File: config.mk
export PLATFORM = sky130hd
export DESIGN_NAME = pf_cand_issuer
export DESIGN_NICKNAME = d
export VERILOG_FILES = /design/src/rtl/pfi_pkg.sv /design/src/rtl/pfi_lowpick.sv /design/src/rtl/pfi_lane.sv /design/src/rtl/pf_cand_issuer.sv
export SDC_FILE = /design/constraint.sdc
export NUM_CORES = 1
export LEC_CHECK = 0
export ABC_CLOCK_PERIOD_IN_PS = 6360
export BUFFER_PORTS_ARGS = -buffer_cell sky130_fd_sc_hd__buf_2
export CORE_MARGIN = 2
export CORE_UTILIZATION = 25
export CTS_BUF_LIST = sky130_fd_sc_hd__clkbuf_4
export CTS_CLUSTER_DIAMETER = 150
export DETAILED_ROUTE_END_ITERATION = 10
export PLACE_DENSITY = 0.45
export SLEW_MARGIN = 20
export SYNTH_ARGS = -nofsm -noshare
export SYNTH_HDL_FRONTEND = slang
export SYNTH_SLANG_ARGS = --single-unit
File: constraint.sdc
create_clock -name clk -period 6.36 [get_ports clk]
set_input_delay 1.272 -clock clk [delete_from_list [all_inputs] [get_ports clk]]
set_output_delay 1.272 -clock clk [all_outputs]
set_load 0.1 [all_outputs]
File: src/rtl/pfi_pkg.sv
// Shared types for the prefetch candidate issuer.
// Assumes nothing beyond being compiled before the modules that import it.
package pfi_pkg;
    // Direction in which a lane walks away from the base block.
    typedef enum logic {
        DIR_FWD = 1'b0,
        DIR_BWD = 1'b1
    } pf_dir_e;
endpackage

File: src/rtl/pfi_lowpick.sv
// Lowest-index set-bit finder.
// Returns whether any request bit is set and, if so, the index of the
// lowest one. Purely combinational; the caller masks out forbidden bits.
module pfi_lowpick #(
    parameter int N     = 128,
    parameter int IDX_W = $clog2(N)
) (
    input  logic [N-1:0]     req,
    output logic             found,
    output logic [IDX_W-1:0] idx
);
    // Scan from the top down so the last hit kept is the lowest index.
    always_comb begin
        found = 1'b0;
        idx   = '0;
        for (int i = N - 1; i >= 0; i--) begin
            if (req[i]) begin
                found = 1'b1;
                idx   = IDX_W'(i);
            end
        end
    end
endmodule

File: src/rtl/pfi_lane.sv
// One direction of the candidate issuer.
// Holds a candidate bitmap and a pending count. Each cycle it selects the
// lowest eligible offset and forms its line address from the shared base.
// Assumes: bit 0 is never a candidate. In the downward direction an offset
// must not reach or pass address zero. A load overrides consumption.
module pfi_lane
    import pfi_pkg::*;
#(
    parameter int      ADDR_W   = 26,
    parameter int      MAP_BITS = 128,
    parameter int      CNT_W    = 5,
    parameter int      LOG_BLK  = 6,
    parameter pf_dir_e DIR      = DIR_FWD
) (
    input  logic                clk,
    input  logic                rst_n,
    input  logic                load,
    input  logic [MAP_BITS-1:0] map_in,
    input  logic [CNT_W-1:0]    cnt_in,
    input  logic [ADDR_W-1:0]   base,
    input  logic                stall,
    output logic                sel_valid,
    output logic [ADDR_W-1:0]   sel_addr
);
    localparam int IDX_W = $clog2(MAP_BITS);
    localparam int OFF_W = IDX_W + LOG_BLK;
    localparam int CMP_W = ((ADDR_W > OFF_W) ? ADDR_W : OFF_W) + 1;

    logic [MAP_BITS-1:0] map_q;
    logic [CNT_W-1:0]    cnt_q;
    logic [MAP_BITS-1:0] elig;
    logic                found;
    logic [IDX_W-1:0]    idx;
    logic [OFF_W-1:0]    off;

    // Eligibility mask: drop bit 0, and for the downward lane drop offsets
    // that would reach or pass address zero.
    for (genvar g = 0; g < MAP_BITS; g++) begin : g_elig
        if (g == 0) begin : g_zero
            assign elig[g] = 1'b0;
        end else if (DIR == DIR_BWD) begin : g_down
            localparam logic [CMP_W-1:0] LIM = CMP_W'(g) << LOG_BLK;
            assign elig[g] = map_q[g] && (CMP_W'(base) > LIM);
        end else begin : g_up
            assign elig[g] = map_q[g];
        end
    end

    pfi_lowpick #(.N(MAP_BITS), .IDX_W(IDX_W)) u_pick (
        .req  (elig),
        .found(found),
        .idx  (idx)
    );

    // Selection qualifier and line-address arithmetic.
    always_comb begin
        off       = {idx, {LOG_BLK{1'b0}}};
        sel_valid = found && (cnt_q != '0) && !stall;
        if (DIR == DIR_FWD) begin
            sel_addr = base + ADDR_W'(off);
        end else begin
            sel_addr = base - ADDR_W'(off);
        end
    end

    // Bitmap and count: load a new batch or consume the selected candidate.
    always_ff @(posedge clk) begin
        if (!rst_n) begin
            map_q <= '0;
            cnt_q <= '0;
        end else if (load) begin
            map_q <= map_in;
            cnt_q <= cnt_in;
        end else if (sel_valid) begin
            map_q[idx] <= 1'b0;
            cnt_q      <= cnt_q - 1'b1;
        end
    end
endmodule

File: src/rtl/pf_cand_issuer.sv
// Bidirectional prefetch candidate issuer, top level.
// Holds the block-aligned base of the last demand access and two lanes that
// drain upward and downward candidates. Each selected candidate raises an
// access-map update strobe. Its prefetch request is gated by a same-cycle
// demand-miss-table lookup.
// Assumes: the demand-miss-table hit inputs are combinational functions of
// the candidate addresses. One free entry (almost full) goes to the upward side.
module pf_cand_issuer
    import pfi_pkg::*;
#(
    parameter int ADDR_W    = 26,
    parameter int MAP_BITS  = 128,
    parameter int CNT_W     = 5,
    parameter int BLK_BYTES = 64
) (
    input  logic                clk,
    input  logic                rst_n,
    input  logic                dmd_valid,
    input  logic [ADDR_W-1:0]   dmd_addr,
    input  logic [MAP_BITS-1:0] dmd_fwd_map,
    input  logic [MAP_BITS-1:0] dmd_bwd_map,
    input  logic [CNT_W-1:0]    dmd_fwd_cnt,
    input  logic [CNT_W-1:0]    dmd_bwd_cnt,
    input  logic                pmt_full,
    input  logic                pmt_almost_full,
    output logic                fwd_upd_valid,
    output logic [ADDR_W-1:0]   fwd_cand_addr,
    input  logic                fwd_dmd_hit,
    output logic                fwd_pf_req,
    output logic                bwd_upd_valid,
    output logic [ADDR_W-1:0]   bwd_cand_addr,
    input  logic                bwd_dmd_hit,
    output logic                bwd_pf_req
);
    localparam int                LOG_BLK  = $clog2(BLK_BYTES);
    localparam logic [ADDR_W-1:0] OFF_MASK = ADDR_W'(BLK_BYTES - 1);

    logic [ADDR_W-1:0] base_q;
    logic              fwd_stall;
    logic              bwd_stall;

    // Base register: block-aligned address of the latest demand access.
    always_ff @(posedge clk) begin
        if (!rst_n) begin
            base_q <= '0;
        end else if (dmd_valid) begin
            base_q <= dmd_addr & ~OFF_MASK;
        end
    end

    // Stall rules: full stops both sides; one free entry goes upward first.
    always_comb begin
        fwd_stall = pmt_full;
        bwd_stall = pmt_full || (pmt_almost_full && fwd_pf_req);
    end

    pfi_lane #(
        .ADDR_W(ADDR_W), .MAP_BITS(MAP_BITS), .CNT_W(CNT_W),
        .LOG_BLK(LOG_BLK), .DIR(DIR_FWD)
    ) u_fwd (
        .clk      (clk),
        .rst_n    (rst_n),
        .load     (dmd_valid),
        .map_in   (dmd_fwd_map),
        .cnt_in   (dmd_fwd_cnt),
        .base     (base_q),
        .stall    (fwd_stall),
        .sel_valid(fwd_upd_valid),
        .sel_addr (fwd_cand_addr)
    );

    pfi_lane #(
        .ADDR_W(ADDR_W), .MAP_BITS(MAP_BITS), .CNT_W(CNT_W),
        .LOG_BLK(LOG_BLK), .DIR(DIR_BWD)
    ) u_bwd (
        .clk      (clk),
        .rst_n    (rst_n),
        .load     (dmd_valid),
        .map_in   (dmd_bwd_map),
        .cnt_in   (dmd_bwd_cnt),
        .base     (base_q),
        .stall    (bwd_stall),
        .sel_valid(bwd_upd_valid),
        .sel_addr (bwd_cand_addr)
    );

    // Request filter: a demand-miss-table match suppresses the prefetch.
    always_comb begin
        fwd_pf_req = fwd_upd_valid && !fwd_dmd_hit;
        bwd_pf_req = bwd_upd_valid && !bwd_dmd_hit;
    end
endmodule

# After elaboration in Yosys (flattened, before gate mapping)
# Index checks and enable logic that the tools add are counted.
[totals]
ff_bits = 286
latchBits = 0
ram_bits = 0
mem_bits_ro = 0
inputBits = 299
out_inout_bits = 56
wordCells = 809
mem_count = 0
[op_classes]
n_addsub = 4
mul = 0
n_div = 0
n_lt_le_gt_ge = 131
eq_ne = 0
shift = 0
n_mux = 520
bitwise_logic = 4
n_reduce_logical = 145
[op_table]
columns = ["op", "count"]
rows = [
  ["7-bit two-way mux", 254],
  ["26-bit by 13-bit > comparator with 1-bit output, second input constant", 64],
  ["26-bit by 12-bit > comparator with 1-bit output, second input constant", 32],
  ["128-bit two-way mux", 4],
  ["26-bit by 11-bit > comparator with 1-bit output, second input constant", 16],
  ["128-bit AND", 2],
  ["1-bit two-way mux", 256],
  ["128-bit NOT", 2],
  ["26-bit by 10-bit > comparator with 1-bit output, second input constant", 8],
  ["1-bit logical AND", 136],
  ["26-bit by 9-bit > comparator with 1-bit output, second input constant", 4],
  ["26-bit by 8-bit > comparator with 1-bit output, second input constant", 2],
  ["26-bit by 13-bit adder with 26-bit output", 1],
  ["26-bit by 7-bit > comparator with 1-bit output, second input constant", 1],
  ["26-bit by 13-bit subtractor with 26-bit output", 1],
  ["5-bit two-way mux", 4],
  ["7-bit by 8-bit < comparator with 1-bit output, second input constant", 2],
  ["1-bit demux with 7-bit select", 2],
  ["7-bit by 1-bit >= comparator with 1-bit output, second input constant", 2],
  ["5-bit nonzero test", 2],
  ["5-bit by 1-bit subtractor with 5-bit output, second input constant", 2],
  ["1-bit logical NOT", 4],
  ["2-bit nonzero test", 2],
  ["1-bit logical OR", 1],
]

# Longest topological paths before layout
# Gate-level depths: netlist of the first run.
[depth]
depth_word = 137
ltp_mapped = 29
depth_no_buf = 25

# Modules after synthesis
# A second synthesis of the first run with hierarchy kept.
[unflattened]
cells_unflattened = 2675
hier_area_um2 = 19095.8
[modules_own_cells]
columns = ["module", "n_inst", "cells_each", "area_each_um2", "seq_area_each_um2"]
rows = [
  ["pfi_lane (u_bwd)", 1, 1262, 8531.9, 2642.5],
  ["pfi_lane (u_fwd)", 1, 743, 6541.3, 2642.5],
  ["pfi_lowpick", 2, 301, 1621.6, 0.0],
  ["pf_cand_issuer", 1, 68, 779.5, 400.4],
]

# Worst setup path after synthesis of the first run
# Ideal clock, no wire load.
[synth_timing]
kind = "reg2out"
startpoint = "register base_q[19]"
endpoint = "output port bwd_cand_addr[20]"
t_arrival_ns = 6.755
required_ns = 5.088
path_slack_ns = -1.667
stages_incl_launch_ff = 26
n_path_buf = 3
path_cell_list = "dfxtp_1 -> buf_2 -> or4_1 -> buf_2 -> nor3_4 -> and3_1 -> o32ai_1 -> a21o_1 -> or4b_1 -> a2111oi_0 -> a32oi_1 -> a21oi_1 -> clkbuf_1 -> ha_1 -> inv_1 -> fa_1 -> nand2_1 -> nand2_1 -> a21oi_1 -> o21ai_0 -> a21oi_1 -> nor2b_1 -> nand2b_1 -> nor4_1 -> nand2b_1 -> xnor2_1"
[synth_via]
elab_chain_cells = 130
elab_cells_between_ends = 382
classes_between = "add/sub (1); order compare (127); mux (127); reduce/logical (127)"
[synth_lines]
columns = ["item", "line", "text"]
rows = [
  ["start: declaration", "pf_cand_issuer.sv:38", "logic [ADDR_W-1:0] base_q;"],
  ["start signal: assignment", "pf_cand_issuer.sv:47", "base_q <= dmd_addr & ~OFF_MASK;"],
  ["26-bit by 13-bit > comparator with 1-bit output", "pfi_lane.sv:43", "assign elig[g] = map_q[g] && (CMP_W'(base) > LIM);"],
  ["1-bit logical AND", "pfi_lane.sv:43", ""],
  ["7-bit two-way mux (127 in a row)", "pfi_lowpick.sv:17", "if (req[i]) begin"],
  ["26-bit by 13-bit subtractor with 26-bit output *", "pfi_lane.sv:62", "sel_addr = base - ADDR_W'(off);"],
  ["end: declaration", "pf_cand_issuer.sv:31", "output logic [ADDR_W-1:0] bwd_cand_addr,"],
]
# Mark *: on every way between the ends. The rest lies on a longest branch, timed or not.

# Worst setup path in the final report of the first run
[layout_timing]
startpoint = "register base_q[22]"
endpoint = "register u_bwd.map_q[69]"
[layout_via]
elab_chain_cells = 137
elab_cells_between_ends = 520
classes_between = "order compare (129); mux (258); bitwise (2); reduce/logical (131)"
[layout_lines]
columns = ["item", "line", "text"]
rows = [
  ["26-bit by 13-bit > comparator with 1-bit output", "pfi_lane.sv:43", ""],
  ["1-bit logical AND", "pfi_lane.sv:43", ""],
  ["7-bit two-way mux (127 in a row)", "pfi_lowpick.sv:17", ""],
  ["7-bit by 8-bit < comparator with 1-bit output (not written as such) / 7-bit by 1-bit >= comparator with 1-bit output (equally long branches)", "pfi_lane.sv:75", "map_q[idx] <= 1'b0;"],
  ["1-bit logical AND (not written as such)", "pfi_lane.sv:75", ""],
  ["1-bit two-way mux (not written as such)", "pfi_lane.sv:75", ""],
  ["1-bit demux with 7-bit select", "--", ""],
  ["128-bit NOT (no line)", "--", ""],
  ["128-bit AND (no line)", "--", ""],
  ["128-bit two-way mux", "pfi_lane.sv:74", "end else if (sel_valid) begin"],
  ["128-bit two-way mux", "pfi_lane.sv:71", "end else if (load) begin"],
  ["end signal: assignment", "pfi_lane.sv:72", "map_q <= map_in;"],
  ["end: declaration", "pfi_lane.sv:29", "logic [MAP_BITS-1:0] map_q;"],
]
# Parallel ways exist; a longest one is shown, timed or not. The select of a mux whose other input is x is not followed.
# A chain may end at the register's enable or synchronous reset.

==> flow_summary.yaml, run 1 <==
run_status:
  status: "finished, violations left"
  violations: "negative setup slack"
setup_path:
  end_kind: "flip-flop"
  cpLargestDelayFamily: "buffers and inverters"
  critPathBufInv: 43
  rrSetupSlack_ns: -1.50
  crit_start: "base_q[22]$_SDFFE_PN0P_"
  crit_path_frequent_cell: "buf_4"
  r2r-start: "base_q[22]$_SDFFE_PN0P_"
  cpMaxStageDelayCell: "nor4_4"
  criticalPathCategory: "reg -> reg"
  cp-endpoint: "u_bwd.map_q[69]$_SDFFE_PN0P_"
  rr_endpoint: "u_bwd.map_q[69]$_SDFFE_PN0P_"
  critical_path_required_ns: 7.14
  crit_cells: 55
  slowest_delay_ns: 0.37
  crit_path_start_kind: "flip-flop"
  ff2ff_path_depth: 55
  critPathMaxFanout: 4
  worst-endpoint-arrival_ns: 8.64
drt:
  antenna_left: 0
  viasPerCell: 5.454
  routed-wl-met3_um: 10720
  drc: 0
  wl_met1_um: 53230
  wl_per_cell_um: 25.24
  dr.pass1.iters: 6
  top_layer: "met5"
  num_vias: 26250
  drt-total-wl_um: 121500
  wl_met2_um: 51180
  drt-initial-drc-count: 2203
logic_synthesis:
  synth_ff_type: "dfxtp_1"
  synth_fa_ha_area_share_pct: 1.334
  synth-compound-area-share_pct: 32.68
  synth_mux_area_share_pct: 1.120
  synth_largest_area_cell: "dfxtp_1"
  synth_top_area_share_pct: 28.58
  synthArstFlopShare_pct: 0
  synth-seq-area-share_pct: 28.58
  synthCells: 2660
  synth_top_family_by_area: "compound AO/OA/AOI/OAI gates"
  synth-simple-area-share_pct: 28.79
  synth.ff_latch_count: 284
  synth_commonest_cells: "285 x nand2_1, 284 x dfxtp_1, 190 x a21oi_1, 177 x nor2_1, 176 x o21ai_0"
  ys_types: 101
  synth-xor-area-share_pct: 1.893
  post_synth.cell_area_avg_um2: 7.478
  synthTopCellsByArea: "dfxtp_1 29%, nand2_1 5.4%, o211ai_1 5.3%"
  synth.most_common_cell: "nand2_1"
  synth_edf_count: 0
  netlist_area_um2: 19890
  yosysWarnings: 0
cells_and_area:
  drive_above_1_share_pct: 42.29
  final_nets: 4014
  fin_cells: 4813
  area_growth_syn_to_layout_pct: 60.78
grt:
  grt-ovfl-total: 0
  antenna_found_initial: 7
  grt_pass1_vias: 25760
  grt_max_degree: 143
  grt_util_all_layers_pct: 28.63
  grt_first_pass_wirelength_um: 173300
placement:
  dp_hpwl_um: 94650
  dp_cells: 4485
  io_buffers: 334
  gp_congestion: 1.029
power:
  powerDensity_nw_per_um2: 231.5
  p_leak_nw: 13.27
  peakVddDrop_mv: 0.1324
  total_power_mw: 7.403
sta:
  period_needed_ns: 7.858
  finalClockSkew_ns: 0.1243
  report.final.slew_viol_count: 0
  max_freq_mhz: 127.3
  fin_ws_ns: -1.498
  finalHoldViolations: 0
  relSlewSlack_pct: 28.83
  timing.final.crit_share_pct: 123.6
  setup_viol: 25
  tightest_slew_ns: 1.065
  setup_tns_ns: -20.95
  grt_setup_unrepaired: "true"
clock_tree:
  clock_path_buffers: 3
  clkSinkCount: 284
  path_clk_slew_ns: 0.07
  cts_buffers: 88
  htreeDepth: 3
  cts_root_buf: "clkbuf_4"
  cts_tree: "built"
  postCtsHoldBufs: 0
  clock_latency_ns: 0.94
floorplanning:
  dieWidth_um: 286.1
  coreArea_um2: 78870
  ios: 355
  rows: 103
  die-area_um2: 81840
  dieHeight_um: 286.1
  start_util_pct: 25.22
worst_hold_path:
  holdPathStages: 2
  holdCritPathClass: "reg -> reg"
run:
  maxCapViolations: 0
-- worst min path at each step --
stage                                  from                           end  slack [ns]
3_3_place_gp   u_bwd.map_q[96]$_SDFFE_PN0P_  u_bwd.map_q[96]$_SDFFE_PN0P_        0.47
5_1_grt        u_bwd.map_q[96]$_SDFFE_PN0P_  u_bwd.map_q[96]$_SDFFE_PN0P_        0.51
3_5_place_dp   u_bwd.map_q[96]$_SDFFE_PN0P_  u_bwd.map_q[96]$_SDFFE_PN0P_        0.48
4_1_cts                     dmd_fwd_map[50]  u_fwd.map_q[50]$_SDFFE_PN0P_        0.45
6_report       u_bwd.map_q[96]$_SDFFE_PN0P_  u_bwd.map_q[96]$_SDFFE_PN0P_        0.50
2_1_floorplan  u_bwd.map_q[56]$_SDFFE_PN0P_  u_bwd.map_q[56]$_SDFFE_PN0P_        0.44
-- layout make-up --
class / instances / area (um2)
Fill cell: 8295 / 46890
Multi-Input combinational cell: 2119 / 15010
Timing Repair Buffer: 1119 / 8487
Sequential cell: 284 / 5736
Tap cell: 1050 / 1314
Clock buffer: 126 / 945.9
Inverter: 83 / 316.6
Clock inverter: 29 / 165.2
Antenna cell: 3 / 7.507
-- layout by cell type (no fill, tap or decap), drive strengths merged, types with 17 or more instances in the layout --
master   netlist  layout
nor2b         52      52
nand4         33      33
nor2         177     177
xor2          18      18
buf           50    1117
nand3        119     119
or2           19      19
a21o          17      17
clkbuf       135     127
o211ai       140     140
inv           81      85
o2111ai       20      20
a21boi        30      30
o31ai         55      55
mux2i         20      20
and3          22      22
ha            18      18
o31a          17      17
nand2b       116     116
nor3          99      99
a31oi         20      20
a211oi        22      22
nor4          58      58
clkinv         2      25
and2          25      25
xnor2         25      25
a21oi        190     190
o21ai        182     182
nand2        288     288
dfxtp        284     284
a32o          77      77
-- worst reg2reg max path, delay by kind of cell, from the launching register on --
family / cells / cell delay, ns
buffers and inverters: 43 / 5.60
and+or+nand+nor: 7 / 0.90
AOI/OAI and AO/OA: 5 / 0.90
DFF: 1 / 0.34
-- power by group --
group          switching (mW)  leakage, nW  internal [mW]
Combinational            2.05         10.3           1.43
Sequential              0.162         2.36           1.90
Clock                   0.936        0.652          0.923
Total                    3.14         13.3           4.26
-- stage by stage --
stage / hold WS (ns) / area, um2 / util (%) / worst slack (ns)
finish: 0.4954 / 31980 / 40.55 / -1.498
global route: 0.5090 / 31980 / 40.55 / -1.639
CTS: 0.4535 / 30950 / 39.25 / -1.406
detailed placement: 0.4769 / 27920 / 35.40 / -0.7233
global placement: 0.4689 / 27920 / 35.40 / -0.7787
floorplan: 0.4407 / 20410 / - / -0.4164
-- sequential cells by signal, indices dropped and copies added, names as in the netlist --
name	flops
base_q	20
u_bwd.cnt_q	5
u_bwd.map_q	127
u_fwd.cnt_q	5
u_fwd.map_q	127
-- layer usage --
layer / global-route usage (%) / vias to the layer above
li1: - / 12150
met1: 38.12 / 12560
met2: 43.10 / 1254
met3: 6.810 / 282
met4: 14.20 / 4
met5: 0 / -
-- cell families after synthesis --
family                   Yosys count
adder cells (fa/ha/maj)           20
flip-flops                       284
buffers and inverters            268
multiplexers                      22
AND/OR/NAND/NOR                 1091
other                              1
XOR/XNOR                          43
AO/OA/AOI/OAI                    931
-- repair_timing --
item / CTS / global route
buffers inserted: 140 / 41
cloned: 0 / 2
pin swaps: 66 / 98
setup endpoints to repair: 37 / 163
resized for setup: 196 / 196
No activity file was read; power rests on OpenSTA's default activity.
==> inputs of run 2 (changes only) <==
MAX_ROUTING_LAYER = met4   (was not set)
==> flow_summary.yaml, run 2 (same netlist as run 1, synthesis figures left out) <==
run_status:
  status: "finished, violations left"
  violations: "negative setup slack"
run:
  maxCapViolations: 0
sta:
  finalHoldViolations: 0
  relSlewSlack_pct: 28.68
  report.final.slew_viol_count: 0
  fin_ws_ns: -1.439
  setup_viol: 23
  period_needed_ns: 7.799
  setup_tns_ns: -19.00
  grt_setup_unrepaired: "true"
  tightest_slew_ns: 1.060
  max_freq_mhz: 128.2
  finalClockSkew_ns: 0.1080
  timing.final.crit_share_pct: 122.6
clock_tree:
  clkSinkCount: 284
  cts_tree: "built"
  path_clk_slew_ns: 0.07
  htreeDepth: 3
  cts_buffers: 88
  cts_root_buf: "clkbuf_4"
  clock_path_buffers: 3
  clock_latency_ns: 0.94
  postCtsHoldBufs: 0
placement:
  post-place-ws_ns: -0.7610
  io_buffers: 334
  dp_hpwl_um: 95620
  gp_congestion: 1.079
grt:
  grt_util_all_layers_pct: 29.88
  antenna_found_initial: 8
  grt-ovfl-total: 0
  grt_max_degree: 184
  grt_first_pass_wirelength_um: 175200
  grt_pass1_vias: 25550
power:
  total_power_mw: 7.526
  seqPwrFrac_pct: 27.4
  p_int_mw: 4.326
  switchingPower_mw: 3.200
  peakVddDrop_mv: 0.1563
  p_clk_share_pct: 25.8
  p_leak_nw: 13.21
  netSwitchingFraction_pct: 42.52
  powerDensity_nw_per_um2: 236.2
  p_comb_share_pct: 46.8
floorplanning:
  dieWidth_um: 286.1
  ios: 355
  coreArea_um2: 78870
  die-area_um2: 81840
  rows: 103
  dieHeight_um: 286.1
  start_util_pct: 25.22
setup_path:
  cpMaxStageDelayCell: "o21ai_0"
  critical_path_required_ns: 7.20
  crit_path_frequent_cell: "buf_4"
  end_kind: "flip-flop"
  slowest_delay_ns: 0.62
  critPathMaxFanout: 11
  worst-endpoint-arrival_ns: 8.64
  crit_path_start_kind: "flip-flop"
  criticalPathCategory: "reg -> reg"
drt:
  wl_per_cell_um: 25.62
  num_vias: 26320
  antenna_left: 0
  drc: 0
  viasPerCell: 5.479
  dr.pass1.iters: 6
  drt-total-wl_um: 123100
  drt-initial-drc-count: 2469
cells_and_area:
  multiInputGateArea_um2: 14970
  layout_common_cells: "720 x buf_4, 294 x buf_2, 274 x nand2_1, 257 x dfxtp_1, 174 x a21oi_1"
  area_growth_syn_to_layout_pct: 60.21
  drive_above_1_share_pct: 41.79
  fill_cells: 8284
  layout_commonest_cell: "buf_4"
  largest_registers: "u_bwd.map_q x127, u_fwd.map_q x127, base_q x20"
  final_nets: 3995
  utilization_pct: 40.41
  regArea_um2: 5737
worst_hold_path:
  holdCritPathClass: "reg -> reg"
==> run 2: cell count changes in the layout (fill, tap and decap cells not counted), sizes merged <==
cell      delta
buf         -23
bufbuf       +1
bufinv       +1
clkbuf       +2
clkinv       +6
clkinvlp     -2
diode        +4
inv          +2
==> run 2: critical path, delay by kind of cell, from the launching register on <==
kind	cells	cell delay, ns
and+or+nand+nor	6	1.00
DFF	1	0.36
AOI/OAI and AO/OA	5	1.28
buffers and inverters	40	5.10
==> run 2: path summary, 6_finish.rpt <==
| kind | depth (start not counted) | slack, ns | startpoint | to |
|---|---|---|---|---|
| setup / recovery | 51 | -1.44 | base_q[18]$_SDFFE_PN0P_ | u_bwd.map_q[69]$_SDFFE_PN0P_ |
| hold reg to reg | 2 | 0.50 | u_bwd.map_q[96]$_SDFFE_PN0P_ | u_bwd.map_q[96]$_SDFFE_PN0P_ |
| setup reg to reg | 51 | -1.44 | base_q[18]$_SDFFE_PN0P_ | u_bwd.map_q[69]$_SDFFE_PN0P_ |
| hold / removal | 2 | 0.50 | u_bwd.map_q[96]$_SDFFE_PN0P_ | u_bwd.map_q[96]$_SDFFE_PN0P_ |
==> run 2: area by class of cell <==
type,count,area share [%]
well taps,1050,4.122
clock inverters,36,0.6832
repair buffers,1100,26.20
inverters,83,1.001
clock buffers,125,2.945
multi-input cells,2119,46.99
flip-flops and latches,284,18.00
diodes,7,0.05497
==> run 2: routing by layer <==
| metal | wire [um] | up-vias | global-route usage [%] |
|---|---|---|---|
| met2 | 51910 | 1279 | 43.16 |
| met5 | 0 | - | - |
| li1 | - | 12150 | - |
| met4 | 6309 | 0 | 13.30 |
| met1 | 54260 | 12610 | 39.62 |
| met3 | 10590 | 286 | 6.571 |
==> run 2: power groups by stage <==
stage          clock network [mW]  registers [mW]  logic (mW)
5_1_grt                      2.09            2.07        3.67
2_1_floorplan                   0            2.02        1.56
3_3_place_gp                    0            2.08        2.98
6_report                     1.94            2.06        3.53
3_5_place_dp                    0            2.08        2.97
4_1_cts                      2.00            2.05        3.33
==> run 2: stage by stage <==
stage | area, um2 | std cells | hold slack (ns)
CTS | 30960 | 4774 | 0.4690
detailed placement | 27930 | 4491 | 0.4893
global placement | 27930 | 4491 | 0.4651
floorplan | 20410 | 2671 | 0.4407
global route | 31870 | 4803 | 0.4838
finish | 31870 | 4804 | 0.4952
==> run 2: what timing repair did <==
item                                    4_1_cts  5_1_grt
pin swaps                                    95       91
endpoints found under the hold margin         0        0
setup buffers                               123       38
cloned                                        1        2
gates resized for setup                     219      155
endpoints found under the setup margin       37      164
